==> config.mk <==
export PLATFORM = sky130hd
export DESIGN_NAME = byte_slt_unit
export DESIGN_NICKNAME = d
export VERILOG_FILES = /design/src/rtl/slt_pkg.sv /design/src/rtl/slt_decode.sv /design/src/rtl/slt_lanes.sv /design/src/rtl/slt_regfile.sv /design/src/rtl/byte_slt_unit.sv
export SDC_FILE = /design/constraint.sdc
export NUM_CORES = 1
export LEC_CHECK = 0
export CAP_MARGIN = 10
export CORE_MARGIN = 2
export CORE_UTILIZATION = 30
export CTS_CLUSTER_SIZE = 10
export DETAILED_ROUTE_END_ITERATION = 8
export DONT_BUFFER_PORTS = 1
export PLACE_DENSITY_LB_ADDON = 0.05
export SYNTH_ARGS = -nofsm -noshare
export SYNTH_HDL_FRONTEND = slang
export SYNTH_HIERARCHICAL = 1
export SYNTH_SLANG_ARGS = --single-unit
==> constraint.sdc <==
create_clock -name clk -period 4.1 [get_ports clk]
set_input_delay 0.41 -clock clk [delete_from_list [all_inputs] [get_ports clk]]
set_output_delay 0.41 -clock clk [all_outputs]
set_load 0.02 [all_outputs]
==> src/rtl/slt_pkg.sv <==
package slt_pkg;
  localparam logic [2:0] MINOR_SLT_S = 3'd6;
  localparam logic [2:0] MINOR_SLT_U = 3'd7;

  localparam int DST_LSB = 6;
  localparam int SRCB_LSB = 10;
  localparam int SRCC_LSB = 14;
  localparam int PAD_LSB = 21;
  localparam int PAD_W = 5;

  typedef enum logic [1:0] {
    CMP_NONE = 2'd0,
    CMP_SIGNED = 2'd1,
    CMP_UNSIGNED = 2'd2
  } cmp_mode_e;
endpackage

==> src/rtl/slt_decode.sv <==
module slt_decode
  import slt_pkg::*;
#(
  parameter int WORD_W = 32,
  parameter int IDX_W = 4
) (
  input  logic              valid,
  input  logic [WORD_W-1:0] word,
  input  logic [2:0]        minor,
  output logic [IDX_W-1:0]  idx_d,
  output logic [IDX_W-1:0]  idx_b,
  output logic [IDX_W-1:0]  idx_c,
  output cmp_mode_e         mode,
  output logic              wr_en,
  output logic              unsup
);
  logic [PAD_W-1:0] pad;
  logic             known;

  always_comb begin
    idx_d = word[DST_LSB +: IDX_W];
    idx_b = word[SRCB_LSB +: IDX_W];
    idx_c = word[SRCC_LSB +: IDX_W];
    pad   = word[PAD_LSB +: PAD_W];
    unique case (minor)
      MINOR_SLT_S: mode = CMP_SIGNED;
      MINOR_SLT_U: mode = CMP_UNSIGNED;
      default:     mode = CMP_NONE;
    endcase
    known = (mode != CMP_NONE);
    wr_en = valid && known && (pad == '0) && (idx_d != '0);
    unsup = valid && !known;
  end
endmodule

==> src/rtl/slt_lanes.sv <==
module slt_lanes
  import slt_pkg::*;
#(
  parameter int DATA_W = 32,
  parameter int LANE_W = 8
) (
  input  logic [DATA_W-1:0] opb,
  input  logic [DATA_W-1:0] opc,
  input  cmp_mode_e         mode,
  output logic [DATA_W-1:0] res
);
  localparam int LANES = DATA_W / LANE_W;

  for (genvar i = 0; i < LANES; i++) begin : g_lane
    logic [LANE_W-1:0] lb, lc;
    logic              lt;
    assign lb = opb[i*LANE_W +: LANE_W];
    assign lc = opc[i*LANE_W +: LANE_W];
    always_comb begin
      if (mode == CMP_SIGNED) lt = $signed(lb) < $signed(lc);
      else                    lt = lb < lc;
    end
    assign res[i*LANE_W +: LANE_W] = {{(LANE_W-1){1'b0}}, lt};
  end
endmodule

==> src/rtl/slt_regfile.sv <==
module slt_regfile #(
  parameter int DATA_W = 32,
  parameter int IDX_W = 4
) (
  input  logic              clk,
  input  logic              rst,
  input  logic              we,
  input  logic [IDX_W-1:0]  widx,
  input  logic [DATA_W-1:0] wdata,
  input  logic [IDX_W-1:0]  ridx_b,
  output logic [DATA_W-1:0] rdata_b,
  input  logic [IDX_W-1:0]  ridx_c,
  output logic [DATA_W-1:0] rdata_c,
  input  logic [IDX_W-1:0]  didx,
  output logic [DATA_W-1:0] ddata
);
  localparam int NREG = (1 << IDX_W) - 1;

  logic [DATA_W-1:0] mem [1:NREG];

  always_ff @(posedge clk) begin
    if (rst) begin
      for (int k = 1; k <= NREG; k++) mem[k] <= '0;
    end else if (we && widx != '0) begin
      mem[widx] <= wdata;
    end
  end

  assign rdata_b = (ridx_b == '0) ? '0 : mem[ridx_b];
  assign rdata_c = (ridx_c == '0) ? '0 : mem[ridx_c];

  always_ff @(posedge clk) begin
    if (rst)              ddata <= '0;
    else if (didx == '0)  ddata <= '0;
    else                  ddata <= mem[didx];
  end

  assert_reset_clears_R9: assert property (@(posedge clk) disable iff (rst)
    $past(rst) |-> (rdata_b == '0 && rdata_c == '0));

  assert_dbg_zero_index_R11: assert property (@(posedge clk) disable iff (rst)
    ($past(didx) == '0) |-> (ddata == '0));
endmodule

==> src/rtl/byte_slt_unit.sv <==
module byte_slt_unit
  import slt_pkg::*;
#(
  parameter int DATA_W = 32,
  parameter int LANE_W = 8,
  parameter int IDX_W = 4
) (
  input  logic              clk,
  input  logic              rst,
  input  logic              ins_valid,
  input  logic [31:0]       ins_word,
  input  logic [2:0]        ins_minor,
  input  logic              ld_en,
  input  logic [IDX_W-1:0]  ld_idx,
  input  logic [DATA_W-1:0] ld_data,
  input  logic [IDX_W-1:0]  dbg_idx,
  output logic [DATA_W-1:0] dbg_data,
  output logic              unsup_flag
);
  logic [IDX_W-1:0]  idx_d, idx_b, idx_c;
  cmp_mode_e         mode;
  logic              dec_wr, dec_unsup;
  logic [DATA_W-1:0] opb, opc, cmp_res;
  logic              we;
  logic [IDX_W-1:0]  widx;
  logic [DATA_W-1:0] wdata;

  slt_decode #(.WORD_W(32), .IDX_W(IDX_W)) u_dec (
    .valid(ins_valid), .word(ins_word), .minor(ins_minor),
    .idx_d(idx_d), .idx_b(idx_b), .idx_c(idx_c),
    .mode(mode), .wr_en(dec_wr), .unsup(dec_unsup)
  );

  slt_lanes #(.DATA_W(DATA_W), .LANE_W(LANE_W)) u_lanes (
    .opb(opb), .opc(opc), .mode(mode), .res(cmp_res)
  );

  always_comb begin
    if (dec_wr) begin
      we = 1'b1;
      widx = idx_d;
      wdata = cmp_res;
    end else begin
      we = ld_en && (ld_idx != '0);
      widx = ld_idx;
      wdata = ld_data;
    end
  end

  slt_regfile #(.DATA_W(DATA_W), .IDX_W(IDX_W)) u_rf (
    .clk(clk), .rst(rst), .we(we), .widx(widx), .wdata(wdata),
    .ridx_b(idx_b), .rdata_b(opb), .ridx_c(idx_c), .rdata_c(opc),
    .didx(dbg_idx), .ddata(dbg_data)
  );

  always_ff @(posedge clk) begin
    if (rst) unsup_flag <= 1'b0;
    else     unsup_flag <= dec_unsup;
  end

  assert_pad_blocks_write_R5: assert property (@(posedge clk) disable iff (rst)
    (ins_valid && ins_word[PAD_LSB +: PAD_W] != '0) |-> !we || !dec_wr);

  assert_same_src_zero_R7: assert property (@(posedge clk) disable iff (rst)
    (dec_wr && idx_b == idx_c) |-> (wdata == '0));

  assert_unsup_origin_R8: assert property (@(posedge clk) disable iff (rst)
    unsup_flag |-> ($past(ins_valid) && $past(ins_minor) != MINOR_SLT_S
                    && $past(ins_minor) != MINOR_SLT_U));

  assert_no_write_on_unsup_R8: assert property (@(posedge clk) disable iff (rst)
    dec_unsup |-> !dec_wr);
endmodule

Word-level counts from Yosys, hierarchy flattened --
Memories as Yosys holds them, arrays and structs flattened. A register that Yosys moved wholly into a read port is not among the register bits. Cells that the tools add are included.
Cells by class: magnitude comparators 8, eq/ne operators 3, mux-type cells 18, reductions and logical operators 17
Operators with widths (number):
- $mux 32 | 4
- $lt 8x8->1 | 8
- $reduce_or 32->1 | 1
- $logic_not 4->1 | 3
- $reduce_bool 4->1 | 3
- $mux 1 | 11
- $mux 4 | 2
- $eq 3x3->1 const B | 2
- $logic_and 1x1->1 | 6
- $logic_not 5->1 | 1
- $pmux 2 s2 | 1
- $eq 2x1->1 const B | 1
- $reduce_bool 2->1 | 1
- $reduce_or 2->1 | 1
- $logic_not 1->1 | 1
Storage, ports and cells: flip-flop bits (word level) 1, RAM bits 480, input bits 79, output and inout port bits 33, word-level logic and storage cells 48, memories 1
Memory list:
- u_rf.mem | words 15, width 32, read ports 3, clocked after memory_dff 1, write ports 15, line slt_regfile.sv:19 | logic [DATA_W-1:0] mem [1:NREG];

Depth between registers and ports, before layout --
word-level depth 14, mapped depth 18, depth with buffers taken out 12

Cells and area by module --
Netlist, hierarchy kept.
By module, submodules not included:
- slt_regfile | times used 1, cells each 2142, area each 31667.9 um^2, seq. area each 16015.4 um^2
- slt_lanes | times used 1, cells each 138, area each 1087.3 um^2, seq. area each 0.0 um^2
- byte_slt_unit | times used 1, cells each 44, area each 626.9 um^2, seq. area each 20.0 um^2
- slt_decode | times used 1, cells each 20, area each 142.6 um^2, seq. area each 0.0 um^2

Worst setup path after synthesis --
OpenSTA, ideal clock, no wires.
kind input to register, start point in ins_word[10], end point mem u_rf.mem[10][16] (data pin), setup time 0.255 ns, arrival 3.129 ns, data required time 3.845 ns, setup slack 0.716 ns, stages 14, buffers on the path 5, path through buf_4 -> buf_4 -> buf_2 -> mux4_2 -> a211oi_1 -> a21oi_1 -> ha_1 -> nand4_1 -> nor3_1 -> o22ai_2 -> buf_4 -> mux2_4 -> clkbuf_1 -> and2_1
RTL lines:
- start, declared | line byte_slt_unit.sv:11 | input logic [31:0] ins_word,
- end, declared | line slt_regfile.sv:19

==> summary.md <==
| Metric | Value |
|---|---|
| Area Overhead vs Synth | 11.98% |
| CP Class | input port to register |
| Leak | 13.11 nW |
| Fin util | 0.3388 |
| Syn. warnings | 6 |
| Core area | 110,800 um^2 |
| Die span in x | 338.3 um |
| Hold path start | dbg_idx[0] |
| DR WL/cell | 34.23 um |
| Post-synthesis sequential area ratio | 0.4783 |
| Pins Over Slew Limit | 0 |
| Bufs on Longest Clock Path | 3 |
| Final WS setup | 1.019 ns |
| Critical R2R Launch | u_rf/mem[3][7]$_SDFFCE_PN0P_ |
| Flops & latches, synth | 545 |
| Final HPWL DP | 74.16 mm |
| Ratio of cells with drive above 1 in the final layout | 0.2537 |
| Finished Cell Area | 37,540 um^2 |
| # IOs | 112 |
| Max transition margin | 0.3732 |
| Cell accounting for the most synthesized area | edfxtp_1 |
| Routed Antenna Nets | 0 |
| Crit path max fanout | 33 |
| Largest cells by area after synthesis | edfxtp_1, mux4_2, and2_1 |
| Final Hold Violating Endpoints | 0 |
| # setup viols final | 0 |
| Pre-CTS setup slack | 0.3787 ns |
| Syn Area/Cell | 14.30 um^2 |
| GP Congestion | 0.8290 |
| Gr usage total | 0.2279 |
| Vias in the first global route | 22,510 |
| Hold Crit Class | input port to register |
| Worst slew pin tran | 0.9316 ns |
| Port Buffers | 0 |
| Starting DRT DRC Count | 1,800 |
| Worst path required time | 4.59 ns |
| Dominant cell by count in the synthesized netlist | edfxtp_1 |
| Largest net degree at the start of global routing | 162 |
| Final Cycle Share | 0.7514 |
| Setup TNS Final | 0 ns |
| Cells after synthesis | 2,344 |
| Crit end category | register |
| Post-synthesis cell type count | 50 |
| Nets | 2,405 |
| Root buffer cell | clkbuf_16 |
| Most used DFF post-synth | edfxtp_1 |
| Fin crit period | 3.081 ns |
| Die area | 114,400 um^2 |
| Fillers | 10,830 |
| Synth top area share | 0.4586 |
| Crit path launch | ins_word[7] |
| Congestion Overflow GR | 0 |
| Reg clk slew, reported paths | 0.06 ns |
| Post-synth top cells | edfxtp_1, and2_1, mux4_2, mux2i_1, clkbuf_1 |
| Clk_lat worst skew | 0.64 ns |
| Post-Place Cell Area | 35,190 um^2 |
| Clock sink total | 545 |
| Via-to-Cell Ratio | 5.604 |
| Power Dens Cells | 402.3 nW/um^2 |
| Synthesized area | 33,520 um^2 |
| Die Ht | 338.3 um |
| Status | finished, final reports clean |
| Unrepaired setup endpoints after global routing | no |
| Remaining routing DRC violations | 0 |
| Async set-reset flop share out of synthesis | 0 |
| Max VDD drop | 0.2466 mV |
| # H-tree levels | 3 |
| TritonCTS clock tree | yes |
| Maxcap violations | 0 |
| Post-synth EDFFs | 512 |
| Fmax | 0.3246 GHz |
| Initial Util | 0.3025 |
| Initial antenna violation count | 16 |
| First-pass GRT wire length | 183.2 mm |
| Drt pass-1 iters | 5 |
| Via Count | 21,560 |
| Rows | 122 |
| Worst Skew | 0.01726 ns |
| Resized cells post-CTS | 0 |
| Final WL | 131.7 mm |
| Critical path startpoint category | input port |
| Crit path arrival time | 3.57 ns |
| Total CTS buffers | 74 |
worst max-delay path, cell delays in order:
cell	delay, ns
nor4_1	0.79
buf_4	0.28
nor4_4	0.04
buf_4	0.21
mux2_4	0.38
nand3b_1	0.38
nor3_2	0.22
buf_4	0.62
and2_1	0.23
registers in the layout, indices dropped and copies added (netlist names):
signal and count:
u_rf/ddata 32, u_rf/mem 512, unsup_flag 1
kinds of logic (layout without fill, tap and decap cells):
family,after synthesis,count (layout),synth area share
compound gates,302,302,0.06333
simple gates,611,611,0.1096
buf+inv,304,259,0.04904
fa+ha+maj,28,28,0.01045
mux,548,548,0.2880
xor+xnor,4,4,0.001045
flops,545,545,0.4783
other cells,2,62,0.0002240
power by group:
group          internal, W  leakage [nW]  total, W  switching, W
Combinational      0.00100          6.81   0.00203       0.00103
Clock              0.00374          1.14   0.00634       0.00259
Sequential         0.00644          5.16   0.00674      0.000294
path summary, 6_finish.rpt:
kind	to	slack (ns)	cells after the start
worst max-delay path	u_rf/mem[2][22]$_SDFFCE_PN0P_	1.02	9
worst min-delay path	u_rf/ddata[26]$_SDFF_PP0_	0.1	2
worst max register to register	u_rf/mem[4][0]$_SDFFCE_PN0P_	1.04	9
worst min register to register	u_rf/ddata[11]$_SDFF_PP0_	0.83	3
timing repair:
action | in CTS | in global routing
buffers inserted | 0 | 0
hold buffers | 2 | 0
endpoints found under the hold margin | 2 | 0
cells in the final DEF, fill, tap and decap left out, types with 41 or more instances in the layout:
master     count
nand2_1       41
and2_1       483
a221oi_1      60
edfxtp_1     512
a211oi_1      42
mux2i_1      191
clkbuf_16     79
mux4_2       321
conb_1        60
a21oi_1       96
buf_4         65
stage by stage:
stage	power [W]	instances	hold slack [ns]
floorplan	0.008344	2402	0.4816
global placement	0.008860	3708	0.5020
detailed placement	0.008865	3708	0.5058
CTS	0.01528	3845	0.02694
global route	0.01563	3845	0.09450
finish	0.01510	3847	0.09681
metal layers:
metal	vias to the layer above	share of wire	track usage
li1	9014	-	-
met1	11550	0.42	0.2980
met2	805	0.50	0.3925
met3	185	0.055	0.03128
met4	2	0.025	0.06685
met5	-	0.000099	0
final cells by class:
cell class                 instances  area [um^2]  share of cell area
sequential                       545        16040              0.4271
inverter                          35        131.4            0.003499
antenna                            2        5.005           0.0001333
tap                             1488         1862             0.04959
clock buffer                     115         2202             0.05866
clock inverter                    20        122.6            0.003266
multi-input combinational       1553        16240              0.4325
timing repair buffer              89        948.4             0.02526
Note: power is estimated with default switching activity, not from simulation.
